[config.mk]
export PLATFORM = sky130hd
export DESIGN_NAME = qcnt_host_if
export DESIGN_NICKNAME = d
export VERILOG_FILES = /design/src/rtl/qcnt_host_pkg.sv /design/src/rtl/qcnt_bus_sync.sv /design/src/rtl/qcnt_ctl_decode.sv /design/src/rtl/qcnt_axis_regs.sv /design/src/rtl/qcnt_host_if.sv
export SDC_FILE = /design/constraint.sdc
export NUM_CORES = 1
export LEC_CHECK = 0
export ABC_AREA = 1
export BUFFER_PORTS_ARGS = -buffer_cell sky130_fd_sc_hd__buf_4
export CAP_MARGIN = 20
export CORE_MARGIN = 3
export CORE_UTILIZATION = 55
export CTS_CLUSTER_DIAMETER = 80
export DETAILED_ROUTE_END_ITERATION = 12
export PLACE_DENSITY = 0.95
export SYNTH_ARGS = -nofsm -noshare
export SYNTH_HDL_FRONTEND = slang
export SYNTH_HIERARCHICAL = 1
export SYNTH_SLANG_ARGS = --single-unit
[constraint.sdc]
create_clock -name clk_i -period 8.6 [get_ports clk_i]
set_clock_uncertainty 0.05 [all_clocks]
set_input_delay 0.43 -clock clk_i [delete_from_list [all_inputs] [get_ports clk_i]]
set_output_delay 0.43 -clock clk_i [all_outputs]
set_load 0.03 [all_outputs]
[src/rtl/qcnt_host_pkg.sv]
package qcnt_host_pkg;
  timeunit 1ns;
  timeprecision 1ps;

  localparam int unsigned AXES   = 2;
  localparam int unsigned MODE_W = 5;
  localparam int unsigned IOC_W  = 5;
  localparam int unsigned IDX_W  = 3;

  // control-byte target field (bits 6:5)
  typedef enum logic [1:0] {
    CSEL_CMD  = 2'b00,
    CSEL_MODE = 2'b01,
    CSEL_IOC  = 2'b10,
    CSEL_IDX  = 2'b11
  } csel_e;

  typedef struct packed {
    logic rst_ptr;
    logic ctr_rst;
    logic flag_clr;
    logic err_clr;
    logic preset_load;
    logic latch_cap;
    logic psc_load;
  } cmd_t;

  function automatic cmd_t cmd_decode(input logic [7:0] b);
    cmd_t c;
    c.rst_ptr     = b[0];
    c.ctr_rst     = (b[2:1] == 2'b01);
    c.flag_clr    = (b[2:1] == 2'b10);
    c.err_clr     = (b[2:1] == 2'b11);
    c.preset_load = (b[4:3] == 2'b01);
    c.latch_cap   = (b[4:3] == 2'b10);
    c.psc_load    = (b[4:3] == 2'b11);
    return c;
  endfunction
endpackage

[src/rtl/qcnt_bus_sync.sv]
module qcnt_bus_sync #(
  parameter int unsigned DW          = 8,
  parameter int unsigned SYNC_STAGES = 2
) (
  input  logic          clk_i,
  input  logic          rst_ni,
  input  logic          cs_ni,
  input  logic          rd_ni,
  input  logic          wr_ni,
  input  logic          ctl_i,
  input  logic          axis_i,
  input  logic [DW-1:0] data_i,
  output logic          wr_done_o,
  output logic          rd_done_o,
  output logic          ev_ctl_o,
  output logic          ev_axis_o,
  output logic [DW-1:0] ev_data_o,
  output logic          rd_act_o,
  output logic          rd_ctl_o,
  output logic          rd_axis_o
);
  timeunit 1ns;
  timeprecision 1ps;

  localparam int unsigned W    = DW + 5;
  localparam int unsigned B_CS = DW + 4;
  localparam int unsigned B_RD = DW + 3;
  localparam int unsigned B_WR = DW + 2;
  localparam int unsigned B_CT = DW + 1;
  localparam int unsigned B_AX = DW;
  localparam logic [W-1:0] IDLE = {3'b111, 2'b00, {DW{1'b0}}};

  logic [W-1:0]                  raw;
  logic [W-1:0]                  cur;
  logic [W-1:0]                  prev_q;
  logic [SYNC_STAGES-1:0][W-1:0] stg_q;
  logic [SYNC_STAGES-1:0][W-1:0] stg_d;

  assign raw = {cs_ni, rd_ni, wr_ni, ctl_i, axis_i, data_i};

  always_comb begin
    stg_d[0] = raw;
    for (int i = 1; i < SYNC_STAGES; i++) stg_d[i] = stg_q[i-1];
  end

  always_ff @(posedge clk_i or negedge rst_ni) begin
    if (!rst_ni) begin
      stg_q  <= {SYNC_STAGES{IDLE}};
      prev_q <= IDLE;
    end else begin
      stg_q  <= stg_d;
      prev_q <= cur;
    end
  end

  assign cur = stg_q[SYNC_STAGES-1];

  // access completes on the low-to-high strobe transition, chip selected
  assign wr_done_o = !prev_q[B_WR] && cur[B_WR] && !prev_q[B_CS];
  assign rd_done_o = !prev_q[B_RD] && cur[B_RD] && !prev_q[B_CS];
  assign ev_ctl_o  = prev_q[B_CT];
  assign ev_axis_o = prev_q[B_AX];
  assign ev_data_o = prev_q[DW-1:0];
  assign rd_act_o  = !cur[B_CS] && !cur[B_RD];
  assign rd_ctl_o  = cur[B_CT];
  assign rd_axis_o = cur[B_AX];
endmodule

[src/rtl/qcnt_ctl_decode.sv]
module qcnt_ctl_decode
  import qcnt_host_pkg::*;
#(
  parameter int unsigned DW = 8
) (
  input  logic            wr_done_i,
  input  logic            rd_done_i,
  input  logic            ev_ctl_i,
  input  logic            ev_axis_i,
  input  logic [DW-1:0]   ev_data_i,
  output logic [AXES-1:0] data_we_o,
  output logic [AXES-1:0] ptr_adv_o,
  output logic [AXES-1:0] mode_we_o,
  output logic [AXES-1:0] ioc_we_o,
  output logic [AXES-1:0] idx_we_o,
  output logic [AXES-1:0] cmd_vld_o,
  output cmd_t            cmd_o
);
  timeunit 1ns;
  timeprecision 1ps;

  localparam int unsigned B_ALL = DW - 1;
  localparam int unsigned B_SHI = DW - 2;
  localparam int unsigned B_SLO = DW - 3;

  logic [AXES-1:0] ax_one;
  logic [AXES-1:0] ax_ctl;
  logic            ctl_wr;
  csel_e           sel;

  assign ax_one = ev_axis_i ? 2'b10 : 2'b01;
  assign ax_ctl = ev_data_i[B_ALL] ? {AXES{1'b1}} : ax_one;
  assign sel    = csel_e'(ev_data_i[B_SHI:B_SLO]);
  assign ctl_wr = wr_done_i && ev_ctl_i;

  always_comb begin
    data_we_o = (wr_done_i && !ev_ctl_i) ? ax_one : '0;
    ptr_adv_o = ((wr_done_i || rd_done_i) && !ev_ctl_i) ? ax_one : '0;
    mode_we_o = (ctl_wr && sel == CSEL_MODE) ? ax_ctl : '0;
    ioc_we_o  = (ctl_wr && sel == CSEL_IOC)  ? ax_ctl : '0;
    idx_we_o  = (ctl_wr && sel == CSEL_IDX)  ? ax_ctl : '0;
    cmd_vld_o = (ctl_wr && sel == CSEL_CMD)  ? ax_ctl : '0;
  end

  assign cmd_o = cmd_decode(ev_data_i[7:0]);
endmodule

[src/rtl/qcnt_axis_regs.sv]
module qcnt_axis_regs
  import qcnt_host_pkg::*;
#(
  parameter int unsigned DW = 8,
  parameter int unsigned NB = 3,
  localparam int unsigned PW = (NB > 1) ? $clog2(NB) : 1
) (
  input  logic              clk_i,
  input  logic              rst_ni,
  input  logic              data_we_i,
  input  logic              ptr_adv_i,
  input  logic              mode_we_i,
  input  logic              ioc_we_i,
  input  logic              idx_we_i,
  input  logic              cmd_vld_i,
  input  cmd_t              cmd_i,
  input  logic [DW-1:0]     wdata_i,
  output logic [NB*DW-1:0]  preset_o,
  output logic [PW-1:0]     ptr_o,
  output logic [MODE_W-1:0] mode_o,
  output logic [IOC_W-1:0]  ioc_o,
  output logic [IDX_W-1:0]  idx_o,
  output logic              ctr_rst_o,
  output logic              flag_clr_o,
  output logic              err_clr_o,
  output logic              preset_load_o,
  output logic              latch_cap_o,
  output logic              psc_load_o
);
  timeunit 1ns;
  timeprecision 1ps;

  localparam logic [PW-1:0] LAST = PW'(NB - 1);

  logic [PW-1:0]     ptr_q, ptr_d;
  logic [MODE_W-1:0] mode_q;
  logic [IOC_W-1:0]  ioc_q;
  logic [IDX_W-1:0]  idx_q;
  logic [5:0]        stb_q, stb_d;

  // pointer: command reset wins over advance; wraps after the last byte
  always_comb begin
    ptr_d = ptr_q;
    if (cmd_vld_i && cmd_i.rst_ptr) ptr_d = '0;
    else if (ptr_adv_i)             ptr_d = (ptr_q == LAST) ? '0 : ptr_q + 1'b1;
  end

  always_comb begin
    stb_d = '0;
    if (cmd_vld_i) stb_d = {cmd_i.psc_load, cmd_i.latch_cap, cmd_i.preset_load,
                            cmd_i.err_clr, cmd_i.flag_clr, cmd_i.ctr_rst};
  end

  always_ff @(posedge clk_i or negedge rst_ni) begin
    if (!rst_ni) begin
      ptr_q <= '0;
      stb_q <= '0;
    end else begin
      ptr_q <= ptr_d;
      stb_q <= stb_d;
    end
  end

  always_ff @(posedge clk_i or negedge rst_ni) begin
    if (!rst_ni)        mode_q <= '0;
    else if (mode_we_i) mode_q <= wdata_i[MODE_W-1:0];
  end

  always_ff @(posedge clk_i or negedge rst_ni) begin
    if (!rst_ni)       ioc_q <= '0;
    else if (ioc_we_i) ioc_q <= wdata_i[IOC_W-1:0];
  end

  always_ff @(posedge clk_i or negedge rst_ni) begin
    if (!rst_ni)       idx_q <= '0;
    else if (idx_we_i) idx_q <= wdata_i[IDX_W-1:0];
  end

  for (genvar b = 0; b < NB; b++) begin : g_byte
    logic          hit;
    logic [DW-1:0] byte_q;
    assign hit = data_we_i && (ptr_q == PW'(b));
    always_ff @(posedge clk_i or negedge rst_ni) begin
      if (!rst_ni)  byte_q <= '0;
      else if (hit) byte_q <= wdata_i;
    end
    assign preset_o[b*DW +: DW] = byte_q;
  end

  assign ptr_o         = ptr_q;
  assign mode_o        = mode_q;
  assign ioc_o         = ioc_q;
  assign idx_o         = idx_q;
  assign ctr_rst_o     = stb_q[0];
  assign flag_clr_o    = stb_q[1];
  assign err_clr_o     = stb_q[2];
  assign preset_load_o = stb_q[3];
  assign latch_cap_o   = stb_q[4];
  assign psc_load_o    = stb_q[5];
endmodule

[src/rtl/qcnt_host_if.sv]
module qcnt_host_if
  import qcnt_host_pkg::*;
#(
  parameter int unsigned DW          = 8,
  parameter int unsigned NB          = 3,
  parameter int unsigned SYNC_STAGES = 2
) (
  input  logic                           clk_i,
  input  logic                           rst_ni,
  input  logic                           cs_ni,
  input  logic                           rd_ni,
  input  logic                           wr_ni,
  input  logic                           ctl_i,
  input  logic                           axis_i,
  input  logic [DW-1:0]                  bus_i,
  output logic [DW-1:0]                  bus_o,
  output logic                           bus_oe_o,
  input  logic [AXES-1:0][NB*DW-1:0]     latch_i,
  input  logic [AXES-1:0][DW-1:0]        flag_i,
  output logic [AXES-1:0][NB*DW-1:0]     preset_o,
  output logic [AXES-1:0][MODE_W-1:0]    mode_o,
  output logic [AXES-1:0][IOC_W-1:0]     ioc_o,
  output logic [AXES-1:0][IDX_W-1:0]     idx_o,
  output logic [AXES-1:0]                ctr_rst_o,
  output logic [AXES-1:0]                flag_clr_o,
  output logic [AXES-1:0]                err_clr_o,
  output logic [AXES-1:0]                preset_load_o,
  output logic [AXES-1:0]                latch_cap_o,
  output logic [AXES-1:0]                psc_load_o
);
  timeunit 1ns;
  timeprecision 1ps;

  localparam int unsigned PW = (NB > 1) ? $clog2(NB) : 1;

  logic [1:0]            rst_sync_q;
  logic                  rst_n;
  logic                  wr_done, rd_done, ev_ctl, ev_axis;
  logic [DW-1:0]         ev_data;
  logic                  rd_act, rd_ctl, rd_axis;
  logic [AXES-1:0]       data_we, ptr_adv, mode_we, ioc_we, idx_we, cmd_vld;
  cmd_t                  cmd;
  logic [AXES-1:0][PW-1:0] ptr;
  logic [NB*DW-1:0]      rlatch;
  logic [PW-1:0]         rptr;
  logic [DW-1:0]         rbyte;

  // reset asserts at once, releases on the clock
  always_ff @(posedge clk_i or negedge rst_ni) begin
    if (!rst_ni) rst_sync_q <= '0;
    else         rst_sync_q <= {rst_sync_q[0], 1'b1};
  end
  assign rst_n = rst_sync_q[1];

  qcnt_bus_sync #(.DW(DW), .SYNC_STAGES(SYNC_STAGES)) u_sync (
    .clk_i     (clk_i),
    .rst_ni    (rst_n),
    .cs_ni     (cs_ni),
    .rd_ni     (rd_ni),
    .wr_ni     (wr_ni),
    .ctl_i     (ctl_i),
    .axis_i    (axis_i),
    .data_i    (bus_i),
    .wr_done_o (wr_done),
    .rd_done_o (rd_done),
    .ev_ctl_o  (ev_ctl),
    .ev_axis_o (ev_axis),
    .ev_data_o (ev_data),
    .rd_act_o  (rd_act),
    .rd_ctl_o  (rd_ctl),
    .rd_axis_o (rd_axis)
  );

  qcnt_ctl_decode #(.DW(DW)) u_dec (
    .wr_done_i (wr_done),
    .rd_done_i (rd_done),
    .ev_ctl_i  (ev_ctl),
    .ev_axis_i (ev_axis),
    .ev_data_i (ev_data),
    .data_we_o (data_we),
    .ptr_adv_o (ptr_adv),
    .mode_we_o (mode_we),
    .ioc_we_o  (ioc_we),
    .idx_we_o  (idx_we),
    .cmd_vld_o (cmd_vld),
    .cmd_o     (cmd)
  );

  for (genvar a = 0; a < AXES; a++) begin : g_axis
    qcnt_axis_regs #(.DW(DW), .NB(NB)) u_regs (
      .clk_i         (clk_i),
      .rst_ni        (rst_n),
      .data_we_i     (data_we[a]),
      .ptr_adv_i     (ptr_adv[a]),
      .mode_we_i     (mode_we[a]),
      .ioc_we_i      (ioc_we[a]),
      .idx_we_i      (idx_we[a]),
      .cmd_vld_i     (cmd_vld[a]),
      .cmd_i         (cmd),
      .wdata_i       (ev_data),
      .preset_o      (preset_o[a]),
      .ptr_o         (ptr[a]),
      .mode_o        (mode_o[a]),
      .ioc_o         (ioc_o[a]),
      .idx_o         (idx_o[a]),
      .ctr_rst_o     (ctr_rst_o[a]),
      .flag_clr_o    (flag_clr_o[a]),
      .err_clr_o     (err_clr_o[a]),
      .preset_load_o (preset_load_o[a]),
      .latch_cap_o   (latch_cap_o[a]),
      .psc_load_o    (psc_load_o[a])
    );
  end

  // read path: selection follows the synchronized select lines
  always_comb begin
    rlatch = latch_i[rd_axis];
    rptr   = ptr[rd_axis];
    rbyte  = rd_ctl ? flag_i[rd_axis] : DW'(rlatch >> (rptr * DW));
    bus_o  = rd_act ? rbyte : '0;
  end
  assign bus_oe_o = rd_act;
endmodule

== Word-level counts from Yosys, hierarchy flattened ==
Cells that the tools add are included.
Word-level totals
  flip-flop bits (word level): 131
  word-level logic and storage cells: 93
  input port bits: 79
  output and inout bits: 95
Cells by class
  equality and inequality tests: 13
  multiplexer cells: 24
  shift-type cells: 1
  add/subtract/negate cells: 2
  magnitude comparators: 1
  reduce and logical (&&, ||, !) cells: 32
Operators by type and width (number)
  24-bit 2-to-1 mux: 2
  2-bit 2-to-1 mux: 16
  8-bit 2-to-1 mux: 4
  24-bit by 5-bit >> shifter with 8-bit output: 1
  1-bit logical AND: 20
  2-bit equality test (second input constant): 8
  6-bit 2-to-1 mux: 2
  2-bit by 1-bit equality test with 1-bit output (second input constant): 5
  1-bit logical NOT: 6
  2-bit logical NOT: 3
  2-bit by 1-bit adder with 2-bit output (second input constant): 2
  2-bit nonzero test: 2
  1-bit by 2-bit < comparator with 1-bit output (second input constant): 1
  1-bit logical OR: 1

== Logic depth before layout (Yosys ltp) ==
  depth in word-level cells: 8
  depth in mapped cells: 11
  mapped depth without buffers: 10

== Cells and area by module ==
The synthesis kept the hierarchy.
Modules (own cells, without submodules)
  qcnt_axis_regs: cells each 189, area each 1780.5 um2, instances 2
  qcnt_bus_sync: cells each 53, area each 1074.8 um2, instances 1
  qcnt_host_if: cells each 186, area each 858.3 um2, instances 1
  qcnt_ctl_decode: cells each 44, area each 177.7 um2, instances 1

== Worst setup path after synthesis ==
No wires, ideal clock.
  path type: reg2out
  start: register u_sync.stg_q (netlist bit u_sync/cur[11])
  end: output bus_o[0]
  stages on the path, launching flop included: 4
  data required time: 8.120 ns
  arrival: 1.566 ns
  path slack: 6.554 ns
  path buffers: 0
  cell sequence: dfstp_2 -> nor2_1 -> inv_1 -> a21oi_1
On the way
  longest elaborated chain between the ends: 3
RTL lines
  from (decl): RTL line qcnt_bus_sync.sv:36  | logic [SYNC_STAGES-1:0][W-1:0] stg_q;
  from (signal assigned): RTL line qcnt_bus_sync.sv:48  | stg_q <= {SYNC_STAGES{IDLE}};
  from (signal assigned): RTL line qcnt_bus_sync.sv:51  | stg_q <= stg_d;
  1-bit logical NOT: RTL line qcnt_bus_sync.sv:64  | assign rd_act_o = !cur[B_CS] && !cur[B_RD];
  1-bit logical AND: RTL line qcnt_bus_sync.sv:64
  via bus_oe_o: RTL line qcnt_host_if.sv:17  | output logic bus_oe_o,
  8-bit 2-to-1 mux: RTL line qcnt_host_if.sv:120  | bus_o = rd_act ? rbyte : '0;
  to (decl): RTL line qcnt_host_if.sv:16  | output logic [DW-1:0] bus_o,
The timed path passes the listed nets, and every way through them passes these cells.

== Worst setup path after layout ==
  start: register u_sync.stg_q (netlist bit u_sync/cur[8])
  end: output bus_o[2]
On the way
  longest elaborated chain between the ends: 5
RTL lines
  24-bit 2-to-1 mux (implied by the code) or 2-bit 2-to-1 mux (tied branches) (2 in a row): RTL line qcnt_host_if.sv:117, qcnt_host_if.sv:118
  24-bit by 5-bit >> shifter with 8-bit output: RTL line qcnt_host_if.sv:119  | rbyte = rd_ctl ? flag_i[rd_axis] : DW'(rlatch >> (rptr * DW));
  8-bit 2-to-1 mux *: RTL line qcnt_host_if.sv:119
  8-bit 2-to-1 mux *: RTL line qcnt_host_if.sv:120
Mark *: on every way between the ends. The rest lies on a longest branch, timed or not. The select of a mux whose other input is x is not followed.

==> run_results.csv <==
group,metric,value,unit
status,outcome,"finished clean",
cells_and_area,multiInputGateArea,1920,um2
power,p_total,2.03,mW
cells_and_area,final.fill_count,684,
detailed_routing,vias,5118,
clocking,clk-insertion-delay-late,520,ps
grt,grt_pass1_wl,24200,um
clocking,clkTransAtPathRegs,60,ps
worst_setup_path,regToRegEndpoint,"g_axis[0].u_regs/ptr_o[1]$_DFFE_PN0P_",
floorplan,core,9910,um2
logic_synthesis,ys_async_sr_fraction,100,%
sta,fin_tns_setup,0,ps
worst_setup_path,rr_worst_depth,9,
grt,antenna_found_initial,0,
place,place_congestion,0.854,
logic_synthesis,yosysWarnings,6,
floorplan,die_h,108,um
detailed_routing,postRouteAntennaNets,0,
logic_synthesis,yosysSeqAreaShare,58.0,%
clocking,cts-htree-levels,4,
clocking,cts_made_buffers,17,
worst_setup_path,cp-end-kind,"primary output",
clocking,cts.sinks,131,
sta,fin_crit_sh,32.7,%
logic_synthesis,syn_nets,740,
logic_synthesis,synth-edff-count,0,
grt,grt_pass1_vias,4934,
run,drv_cap,0,
worst_setup_path,cpMostUsedCell,"nand2_1",
worst_setup_path,crit_fanout,38,
logic_synthesis,synth.most_common_cell,"nand2_1",
worst_setup_path,cpPeakStageDelay,380,ps
clocking,cts_root_buffer,"clkbuf_8",
worst_setup_path,cp_cell_sequence,"buf_4 > inv_8 > nand2_4 > nand2_4 > nor2_8 > nand2_1 > nand2_1 > nand2_1 > a21oi_1 > buf_4",
floorplan,die_w,108,um
sta,hold_viol,0,
detailed_routing,wl_per_cell,15.4,um
logic_synthesis,synth-main-ff-cell,"dfrtp_1",
clocking,cts_setup_buffers,0,
detailed_routing,drc_errors,0,
worst_setup_path,r2r-start,"u_sync/cur[10]$_DFF_PN1_",
power,power_density,264,nW/um2
clocking,cts_tree,"done",
cells_and_area,syn_to_final_growth,35.5,%
clocking,ctsResizeCount,0,
logic_synthesis,yosysTopAreaCell,"dfrtp_1",
sta,relSlewSlack,41.5,%
detailed_routing,drt_iter0_drc,599,
worst_setup_path,cp_slowest_cell,"buf_4",
detailed_routing,dr.pass1.iters,6,
logic_synthesis,synth_commonest_cells,"nand2_1, dfrtp_1, inv_1",
floorplan,dieArea,11600,um2
worst_setup_path,rrSetupSlack,6540,ps
logic_synthesis,ys_ff_latch,131,
grt,grt_max_degree,73,
sta,layout_min_cycle_time,2810,ps
floorplan,ios,174,
sta,fmax,0.356,GHz
sta,rsz0062_at_grt,"no",
logic_synthesis,synth_area,5670,um2
cells_and_area,diodes,0,
hold_path,hold_class,"in -> async",
sta,tightest_slew,878,ps
floorplan,core.rowCount,36,
place,dp_hpwl,9820,um
detailed_routing,drt-total-wl,15200,um
logic_synthesis,avgSynthCellArea,8.58,um2
sta,setup_violations,0,
cells_and_area,seq_area,3290,um2
cells_and_area,final_nets,919,
logic_synthesis,yosysTopAreaCellShare,53.8,%
worst_setup_path,required,8120,ps
grt,overflow,0,
cells_and_area,drive_above_1_share,28.4,%
grt,track_usage,27.1,%
worst_setup_path,crit_path_start_kind,"register",
power,ir_worst_vdd,0.183,mV
place,portBuffers,173,
worst_setup_path,worstPathArrival,2330,ps
logic_synthesis,postSynthCellCount,661,
power,power.leakage,4.20,nW
floorplan,initial_core_util,57.2,%
worst_setup_path,path_class,"reg -> out",
clocking,clockBufferDepth,2,
logic_synthesis,ys_types,25,
logic_synthesis,netlist_top_cells_area,"dfrtp_1, nand2_1, dfstp_2",
sta,maxSlewViolCount,0,
detailed_routing,vias_per_cell,5.19,
cell type report:
type                       instances  share of cell area, %
timing repair buffer             191                   19.2
clock inverter                    15                   2.21
inverter                          63                   3.17
clock buffer                      17                   5.39
multi-input combinational        436                   25.0
sequential                       131                   42.8
tap                              133                   2.17
worst max path at each step:
stage / cells after the start / end / start
2_1_floorplan: 0 / g_axis[0].u_regs/g_byte[0].byte_q[0]$_DFFE_PN0P_ / rst_sync_q[1]$_DFF_PN0_
3_3_place_gp: 7 / g_axis[0].u_regs/g_byte[1].byte_q[4]$_DFFE_PN0P_ / u_sync/cur[10]$_DFF_PN1_
3_5_place_dp: 7 / g_axis[0].u_regs/g_byte[1].byte_q[0]$_DFFE_PN0P_ / u_sync/cur[10]$_DFF_PN1_
4_1_cts: 10 / bus_o[1] / u_sync/cur[8]$_DFF_PN0_
5_1_grt: 10 / bus_o[2] / u_sync/cur[8]$_DFF_PN0_
6_report: 10 / bus_o[2] / u_sync/cur[8]$_DFF_PN0_
power breakdown:
part / switching (mW) / internal, mW
Clock: 0.285 / 0.419
Combinational: 0.333 / 0.186
Sequential: 0.0978 / 0.709
worst max-delay path: cells and delay by family (launching register included):
family | cells | cell delay (ps)
buffers and inverters | 3 | 710
and+or+nand+nor | 6 | 590
DFF | 1 | 330
AOI/OAI and AO/OA | 1 | 150
through the flow:
step | instance area [um2] | instances | worst slack [ps] | hold slack, ps | util (%)
after CTS | 7670 | 985 | 5810 | 151 | 77.4
after detailed placement | 6950 | 939 | 6300 | 164 | 70.1
after global routing | 7690 | 986 | 5620 | 170 | 77.6
final | 7690 | 986 | 5790 | 181 | 77.6
after global placement | 6950 | 939 | 6400 | 162 | 70.1
after floorplan | 5670 | 661 | 4650 | 84.4 | -
registers in the layout, summed over array words and instances, names as in the netlist, 6 cells and up:
| register | cells |
|---|---|
| g_axis.u_regs/g_byte.byte_q | 48 |
| u_sync/cur | 13 |
| u_sync/prev_q | 13 |
| u_sync/stg_d | 13 |
| g_axis.u_regs/stb_q | 12 |
| g_axis.u_regs/ioc_o | 10 |
| g_axis.u_regs/mode_o | 10 |
| g_axis.u_regs/idx_o | 6 |
routing by layer:
layer	GRT usage, %	vias to the layer above	routed length, um	share of wire (%)
met5	0	-	0	0
met4	11.3	0	469	3.1
met1	35.2	2407	5880	39
met3	6.96	42	1160	7.6
met2	43.3	255	7680	51
li1	-	2414	-	-
timing repair:
item | in CTS | in global routing
hold buffers | 14 | 0
hold endpoints to repair | 15 | 0
endpoints found under the setup margin | 0 | 0
logic make-up after synthesis:
group | share of synthesized area [%]
AO/OA/AOI/OAI | 4.61
buffers and inverters | 8.21
flip-flops | 58.0
other | 0.0661
AND/OR/NAND/NOR | 29.1
layout by cell type (no fill, tap or decap), drive strengths merged, types with 2 or more instances in the layout:
| cell type | count |
|---|---|
| dlygate4sd3 | 14 |
| clkinvlp | 5 |
| dfrtp | 122 |
| buf | 177 |
| inv | 69 |
| nand3 | 20 |
| clkinv | 2 |
| a21oi | 10 |
| clkbuf | 17 |
| dfstp | 9 |
| nor2 | 49 |
| nand2 | 284 |
| nand4 | 32 |
| bufinv | 2 |
| o21ai | 40 |
No activity file was read; power rests on OpenSTA's default activity.
